### src/rtl/clkgen_pkg.sv
package clkgen_pkg;

    localparam int N_GRP = 7;
    localparam int N_OUT = 27;

    localparam int G_CPU  = 0;
    localparam int G_SDR  = 1;
    localparam int G_HUB  = 2;
    localparam int G_PCI  = 3;
    localparam int G_APIC = 4;
    localparam int G_USB  = 5;
    localparam int G_REF  = 6;

    typedef enum logic [2:0] {
        M_FLOAT,
        M_TEST,
        M_66_100,
        M_100_100,
        M_133_133,
        M_133_100
    } mode_e;

    function automatic mode_e decode_mode(input logic [2:0] fs, input logic fast);
        mode_e m;
        unique case (fs[1:0])
            2'b00:   m = M_FLOAT;
            2'b01:   m = M_TEST;
            2'b10:   m = fs[2] ? M_133_133 : M_66_100;
            default: m = fs[2] ? (fast ? M_133_133 : M_133_100) : M_100_100;
        endcase
        return m;
    endfunction

    // Output vector layout: host, memory, memory-free, hub, peripheral,
    // peripheral-free, interrupt controller, 48 MHz, reference.
    function automatic int grp_of(input int i);
        if (i < 3)  return G_CPU;
        if (i < 12) return G_SDR;
        if (i < 15) return G_HUB;
        if (i < 22) return G_PCI;
        if (i < 24) return G_APIC;
        if (i < 26) return G_USB;
        return G_REF;
    endfunction

    function automatic int imax(input int a, input int b);
        return (a > b) ? a : b;
    endfunction

endpackage

### src/rtl/clkgen_div.sv
module clkgen_div #(
    parameter int HPW = 5
) (
    input  logic           clk_i,
    input  logic           rst_ni,
    input  logic [HPW-1:0] hp_i,
    output logic           lvl_nxt_o
);
    typedef struct packed {
        logic [HPW-1:0] cnt;
        logic           lvl;
    } div_st_t;

    div_st_t       div_d, div_q;
    logic          tog;
    logic [HPW:0]  cnt_inc;

    always_comb begin
        cnt_inc   = {1'b0, div_q.cnt} + (HPW+1)'(1);
        tog       = (cnt_inc >= {1'b0, hp_i});
        div_d.cnt = tog ? '0 : cnt_inc[HPW-1:0];
        div_d.lvl = div_q.lvl ^ tog;
        lvl_nxt_o = div_d.lvl;
    end

    always_ff @(posedge clk_i or negedge rst_ni) begin
        if (!rst_ni) div_q <= '0;
        else         div_q <= div_d;
    end
endmodule

### src/rtl/clkgen_pdctl.sv
module clkgen_pdctl #(
    parameter int SAMPLES = 2
) (
    input  logic clk_i,
    input  logic rst_ni,
    input  logic sample_i,
    input  logic pwrdn_ni,
    output logic pd_o
);
    localparam int CW = $clog2(SAMPLES + 1);

    typedef struct packed {
        logic          s1;
        logic          s2;
        logic [CW-1:0] cnt;
        logic          pd;
    } pd_st_t;

    pd_st_t pd_d, pd_q;

    always_comb begin
        pd_d = pd_q;
        if (sample_i) begin
            pd_d.s1 = pwrdn_ni;
            pd_d.s2 = pd_q.s1;
            if (pd_q.s2)
                pd_d.cnt = '0;
            else if (pd_q.cnt != CW'(SAMPLES))
                pd_d.cnt = pd_q.cnt + CW'(1);
            pd_d.pd = (pd_d.cnt == CW'(SAMPLES));
        end
    end

    always_ff @(posedge clk_i or negedge rst_ni) begin
        if (!rst_ni) pd_q <= '{s1: 1'b1, s2: 1'b1, cnt: '0, pd: 1'b0};
        else         pd_q <= pd_d;
    end

    assign pd_o = pd_q.pd;
endmodule

### src/rtl/clkgen_gate.sv
module clkgen_gate #(
    parameter int N = 27
) (
    input  logic         clk_i,
    input  logic         rst_ni,
    input  logic [N-1:0] nxt_i,
    input  logic [N-1:0] en_i,
    output logic [N-1:0] clk_o
);
    typedef struct packed {
        logic [N-1:0] run;
        logic [N-1:0] out;
    } gate_st_t;

    gate_st_t gate_d, gate_q;

    // The run flag may only change while the source level is low, so a
    // stop lands on a falling edge and a start waits for a full rising phase.
    always_comb begin
        gate_d.run = (nxt_i & gate_q.run) | (~nxt_i & en_i);
        gate_d.out = nxt_i & gate_d.run;
    end

    always_ff @(posedge clk_i or negedge rst_ni) begin
        if (!rst_ni) gate_q <= '0;
        else         gate_q <= gate_d;
    end

    assign clk_o = gate_q.out;
endmodule

### src/rtl/clkgen_top.sv
module clkgen_top
    import clkgen_pkg::*;
#(
    parameter int HP_133     = 3,
    parameter int HP_100     = 4,
    parameter int HP_66      = 6,
    parameter int HP_33      = 12,
    parameter int HP_48      = 8,
    parameter int HP_REF     = 28,
    parameter int PD_SAMPLES = 2
) (
    input  logic       clk_i,
    input  logic       rst_ni,
    input  logic [2:0] fsel_i,
    input  logic       sdram_fast_i,
    input  logic       pwrdn_ni,
    input  logic       en_cpu2_i,
    input  logic [1:0] en_usb_i,
    input  logic [7:0] en_sdram_i,
    input  logic       en_agp_i,
    input  logic [5:0] en_pci_i,
    output logic [2:0] cpu_o,
    output logic [7:0] sdram_o,
    output logic       sdram_free_o,
    output logic [2:0] hub_o,
    output logic [5:0] pci_o,
    output logic       pci_free_o,
    output logic [1:0] apic_o,
    output logic [1:0] usb_o,
    output logic       ref_o,
    output logic       oe_o,
    output logic       osc_run_o,
    output logic       pll_run_o
);
    localparam int HP_MAX = imax(imax(imax(HP_133, HP_100), imax(HP_66, HP_33)),
                                 imax(imax(HP_48, HP_REF), 6));
    localparam int HPW    = $clog2(HP_MAX + 1);

    typedef struct packed {
        logic oe;
        logic cpu_lvl;
    } top_st_t;

    top_st_t          top_d, top_q;
    mode_e            mode;
    logic [HPW-1:0]   hp [N_GRP];
    logic [N_GRP-1:0] grp_nxt;
    logic [N_OUT-1:0] out_nxt, en_vec, en_eff, clk_vec;
    logic             cpu_rise, pd;

    always_comb begin
        mode = decode_mode(fsel_i, sdram_fast_i);
        if (mode == M_FLOAT || mode == M_TEST) begin
            hp[G_CPU]  = HPW'(2);
            hp[G_SDR]  = HPW'(2);
            hp[G_HUB]  = HPW'(3);
            hp[G_PCI]  = HPW'(6);
            hp[G_APIC] = HPW'(6);
            hp[G_USB]  = HPW'(2);
            hp[G_REF]  = HPW'(1);
        end else begin
            unique case (mode)
                M_66_100:  begin hp[G_CPU] = HPW'(HP_66);  hp[G_SDR] = HPW'(HP_100); end
                M_100_100: begin hp[G_CPU] = HPW'(HP_100); hp[G_SDR] = HPW'(HP_100); end
                M_133_133: begin hp[G_CPU] = HPW'(HP_133); hp[G_SDR] = HPW'(HP_133); end
                default:   begin hp[G_CPU] = HPW'(HP_133); hp[G_SDR] = HPW'(HP_100); end
            endcase
            hp[G_HUB]  = HPW'(HP_66);
            hp[G_PCI]  = HPW'(HP_33);
            hp[G_APIC] = HPW'(HP_33);
            hp[G_USB]  = HPW'(HP_48);
            hp[G_REF]  = HPW'(HP_REF);
        end
    end

    for (genvar g = 0; g < N_GRP; g++) begin : g_div
        clkgen_div #(.HPW(HPW)) u_div (
            .clk_i     (clk_i),
            .rst_ni    (rst_ni),
            .hp_i      (hp[g]),
            .lvl_nxt_o (grp_nxt[g])
        );
    end

    for (genvar i = 0; i < N_OUT; i++) begin : g_fan
        localparam int GI = grp_of(i);
        assign out_nxt[i] = grp_nxt[GI];
    end

    always_comb begin
        top_d.oe      = (fsel_i[1:0] != 2'b00);
        top_d.cpu_lvl = grp_nxt[G_CPU];
        cpu_rise      = grp_nxt[G_CPU] & ~top_q.cpu_lvl;
    end

    always_ff @(posedge clk_i or negedge rst_ni) begin
        if (!rst_ni) top_q <= '0;
        else         top_q <= top_d;
    end

    clkgen_pdctl #(.SAMPLES(PD_SAMPLES)) u_pd (
        .clk_i    (clk_i),
        .rst_ni   (rst_ni),
        .sample_i (cpu_rise),
        .pwrdn_ni (pwrdn_ni),
        .pd_o     (pd)
    );

    assign en_vec = {1'b1, en_usb_i, 2'b11, 1'b1, en_pci_i, en_agp_i, 2'b11,
                     1'b1, en_sdram_i, en_cpu2_i, 2'b11};
    assign en_eff = en_vec & ~{N_OUT{pd}};

    clkgen_gate #(.N(N_OUT)) u_gate (
        .clk_i  (clk_i),
        .rst_ni (rst_ni),
        .nxt_i  (out_nxt),
        .en_i   (en_eff),
        .clk_o  (clk_vec)
    );

    assign {ref_o, usb_o, apic_o, pci_free_o, pci_o, hub_o,
            sdram_free_o, sdram_o, cpu_o} = clk_vec;
    assign oe_o      = top_q.oe;
    assign osc_run_o = ~pd;
    assign pll_run_o = ~pd;
endmodule

### config.mk
export PLATFORM = sky130hd
export DESIGN_NAME = clkgen_top
export DESIGN_NICKNAME = d
export VERILOG_FILES = /design/src/rtl/clkgen_pkg.sv /design/src/rtl/clkgen_div.sv /design/src/rtl/clkgen_pdctl.sv /design/src/rtl/clkgen_gate.sv /design/src/rtl/clkgen_top.sv
export SDC_FILE = /design/constraint.sdc
export NUM_CORES = 1
export LEC_CHECK = 0
export BUFFER_PORTS_ARGS = -buffer_cell sky130_fd_sc_hd__clkbuf_2
export CAP_MARGIN = 15
export CORE_MARGIN = 4
export CORE_UTILIZATION = 45
export CTS_BUF_LIST = sky130_fd_sc_hd__clkbuf_16
export CTS_CLUSTER_DIAMETER = 120
export DETAILED_ROUTE_END_ITERATION = 16
export PLACE_DENSITY_LB_ADDON = 0.25
export SLEW_MARGIN = 20
export SYNTH_ARGS = -nofsm -noshare
export SYNTH_HDL_FRONTEND = slang
export SYNTH_SLANG_ARGS = --single-unit
### constraint.sdc
create_clock -name clk_i -period 4.2 [get_ports clk_i]
set_input_delay 1.26 -clock clk_i [delete_from_list [all_inputs] [get_ports clk_i]]
set_output_delay 1.26 -clock clk_i [all_outputs]
set_load 0.02 [all_outputs]
==> results.md <==
* Status: complete, no violations
* Std cell rows at 36
* FF+latch area at 0.00255 mm²
* Die width at 107 µm
* Worst r2r path cells at 7
* Worst Skew at 0.00966 ns
* Routed len/inst at 12.6 µm
* Sequential area share after synthesis at 57.4%
* Switching portion of total power at 32.0%
* Worst hold-check slack at 0.474 ns
* Peak VDD IR at 0.312 mV
* Post-Synth XOR/XNOR Area at 4.10%
* Post-layout minimum cycle time at 3.29 ns
* Tcrit/Tclk final at 78.3%
* Ys Warns at 0
* Unrepaired setup endpoints after global routing: false
* H-tree depth at 3
* Share of cells above drive strength 1 at 24.3%
* Clock sinks at 102
* Max Cap Viol at 0
* CTS tree: built
* CTS Buf Count at 9
* Gp weighted congestion at 0.802
* Area grow syn2layout at 13.7%
* Multi-input logic area at 0.00167 mm²
* Initial antenna violation count at 0
* CP endpoint kind: register
* Top FF cell, synth: dfrtp_1
* Worst r2r dst: u_gate.gate_q[39]
* Max-slew violation count at 0
* Fillers at 874
* Worst reg2reg startpoint: g_div[2].u_div.div_q[1]
* Pint at 2.32 mW
* Global route overflow at 0
* Class of the worst hold path: register to register
* Ranking of synthesized cells by area: dfrtp_1 56%, ha_1 7.6%, mux2_2 4.6%
* Endpoints failing setup at 0
* Largest net degree at the start of global routing at 52
* Crit path launch: fsel_i[1]
* Comb pwr share at 30.6%
* Mapped Avg Cell Area at 12.5 µm²
* Post-CTS Setup Bufs at 0
* Number of synthesized flops with an enable pin at 0
* Simple-Gate Fraction of Synth Area at 13.8%
* Crit path capture: u_gate.gate_q[39]
* DP HPWL at 4890 µm
* Post-route cell area at 0.00506 mm²
* Vias per inst at 4.77
* Largest family of logic cells by synthesized area: simple AND/OR/NAND/NOR gates
* Max FO, Critical Path at 13
* IO Pins at 55
* Post-Syn Area at 0.00445 mm²
* Clock latency on the worst-skew pair at 0.34 ns
* Part of the power in registers at 43.2%
* Leakage Power at 2.54 nW
* Number of diodes at 0
* Synth Area in Compound Gates at 6.15%
* Clk pwr share at 26.2%
* Share of the synthesized area in the top cell type at 56.2%
* Cts hold-fix bufs at 0
* Clock buffer depth at 2
* Die area at 0.0116 mm²
* Cells after Synth at 356
* Initial core utilization at 46.0%
* Vias at 2576
* Die height at 107 µm
* Finished Layout Cells at 540
* # port buffers at 54
* Critical Path AT at 3.51 ns
* DRT Wirelength at 6830 µm
* Synth Register Bits at 102
* Rel. slew slack at 53.4%
* F_max at 304 MHz
* Tot GR Track Use at 13.5%
* DR pass1 iterations at 4
* DRC Markers at 0
* Post-Place Cells at 524
* Synth Area in Adders at 7.59%
* Final hold vios at 0
* Worst reg2reg setup slack at 1.65 ns
* Worst slew pin tran at 0.695 ns
* Post-cts resize count at 0
* Startpoint types: input pin
* Yosys cell types at 38
* Asr flop ratio synth at 100%
* Setup_tns at 0 ns
* Worst path cell trace: clkbuf_2, inv_1, ha_1, nand2b_1, a311oi_1, nand2_1, xor2_1, mux2_2
* Final Net Count at 454
* Setup CP Type: input pin to register
* First-pass GRT wire length at 12200 µm
* Multiplexer share of the synthesized area at 5.00%
* P per Cell Area at 673 mW/mm²
* Vias in the first global route at 2680
* Worst path max stage delay at 0.42 ns
* Critical-path top delay cell: xor2_1
* DR iter-0 viols at 42
* Core Area at 0.00968 mm²
* Clock transition at path regs at 0.07 ns
* Switch Pwr at 1.09 mW
* Placed Area at 0.00474 mm²
* Yosys top cell by area: dfrtp_1
* Root buffer cell: clkbuf_16
* WP data required at 4.42 ns
* Post-route ant nets at 0
==> worst max-delay path: cells and delay by family <==
| family | cells | cell delay (ns) |
|---|---|---|
| AO/OA/AOI/OAI | 1 | 0.36 |
| XOR/XNOR | 1 | 0.42 |
| adder cells (fa/ha/maj) | 1 | 0.32 |
| buffers and inverters | 2 | 0.48 |
| multiplexers | 1 | 0.39 |
| AND/OR/NAND/NOR | 2 | 0.28 |
==> metrics by stage <==
stage          power [mW]  util (%)  setup WS (ns)
2_1_floorplan        2.37         -          0.886
5_1_grt              3.65      52.3          0.720
6_report             3.41      52.3          0.912
4_1_cts              3.47      52.3          0.918
3_5_place_dp         2.56      48.9          0.570
3_3_place_gp         2.52      48.9          0.653
==> how the worst min path moves through the flow <==
stage / startpoint / end / depth (start not counted)
after global routing: register / u_gate.clk_o[25] / 1
after CTS: u_gate.gate_q[38] / u_gate.gate_q[38] / 1
final: u_gate.gate_q[38] / u_gate.gate_q[38] / 1
after floorplan: u_gate.gate_q[38] / u_gate.gate_q[38] / 1
after detailed placement: u_gate.gate_q[38] / u_gate.gate_q[38] / 1
after global placement: u_gate.gate_q[38] / u_gate.gate_q[38] / 1
==> power groups by stage <==
stage	logic, mW	registers, mW	clock network (mW)
floorplan	0.922	1.45	0
global placement	1.03	1.49	0
detailed placement	1.07	1.49	0
CTS	1.07	1.48	0.921
global route	1.18	1.52	0.960
finish	1.04	1.47	0.893
==> area by class of cell <==
class | instances | share of cell area (%)
multi-input combinational | 218 | 32.9
clock inverter | 7 | 2.03
tap | 133 | 3.29
clock buffer | 9 | 4.45
sequential | 102 | 50.5
timing repair buffer | 57 | 5.83
inverter | 14 | 1.04
==> Yosys cell counts, types with 8 or more instances <==
| cell type | number |
|---|---|
| inv_1 | 14 |
| nor2_1 | 16 |
| nand3_1 | 10 |
| dfrtp_1 | 100 |
| ha_1 | 27 |
| and3_1 | 8 |
| and2_1 | 28 |
| buf_4 | 25 |
| xor2_1 | 15 |
| nor2b_1 | 22 |
| mux2_2 | 18 |
| a22o_1 | 8 |
==> kinds of logic after synthesis <==
| kind of cell | Yosys count |
|---|---|
| and+or+nand+nor | 106 |
| DFF | 102 |
| buffers and inverters | 44 |
| AOI/OAI and AO/OA | 36 |
| adders and majority gates | 27 |
| xor gates and xnor gates | 20 |
| muxes | 20 |
| other | 1 |
==> placed cells by master, fill, tap and decap left out, types with 4 or more instances in the layout <==
master,n
dfrtp_1,100
clkbuf_2,53
and2_1,28
ha_1,27
nor2b_1,22
mux2_2,18
nor2_1,16
xor2_1,15
inv_1,14
nand3_1,10
clkbuf_16,9
conb_1,9
and3_1,8
a22o_1,8
nand2_1,6
nand2b_1,6
a21oi_1,6
o21ai_0,5
xnor2_1,4
a31oi_1,4
a21o_1,4
buf_4,4
==> routing by layer <==
metal | up-vias | track usage [%] | wire (µm)
li1 | 1267 | - | -
met1 | 1242 | 17.3 | 3150
met2 | 52 | 21.0 | 3120
met3 | 15 | 3.66 | 349
met4 | 0 | 6.67 | 219
met5 | - | 0 | 0
No activity file was read; power rests on OpenSTA's default activity.
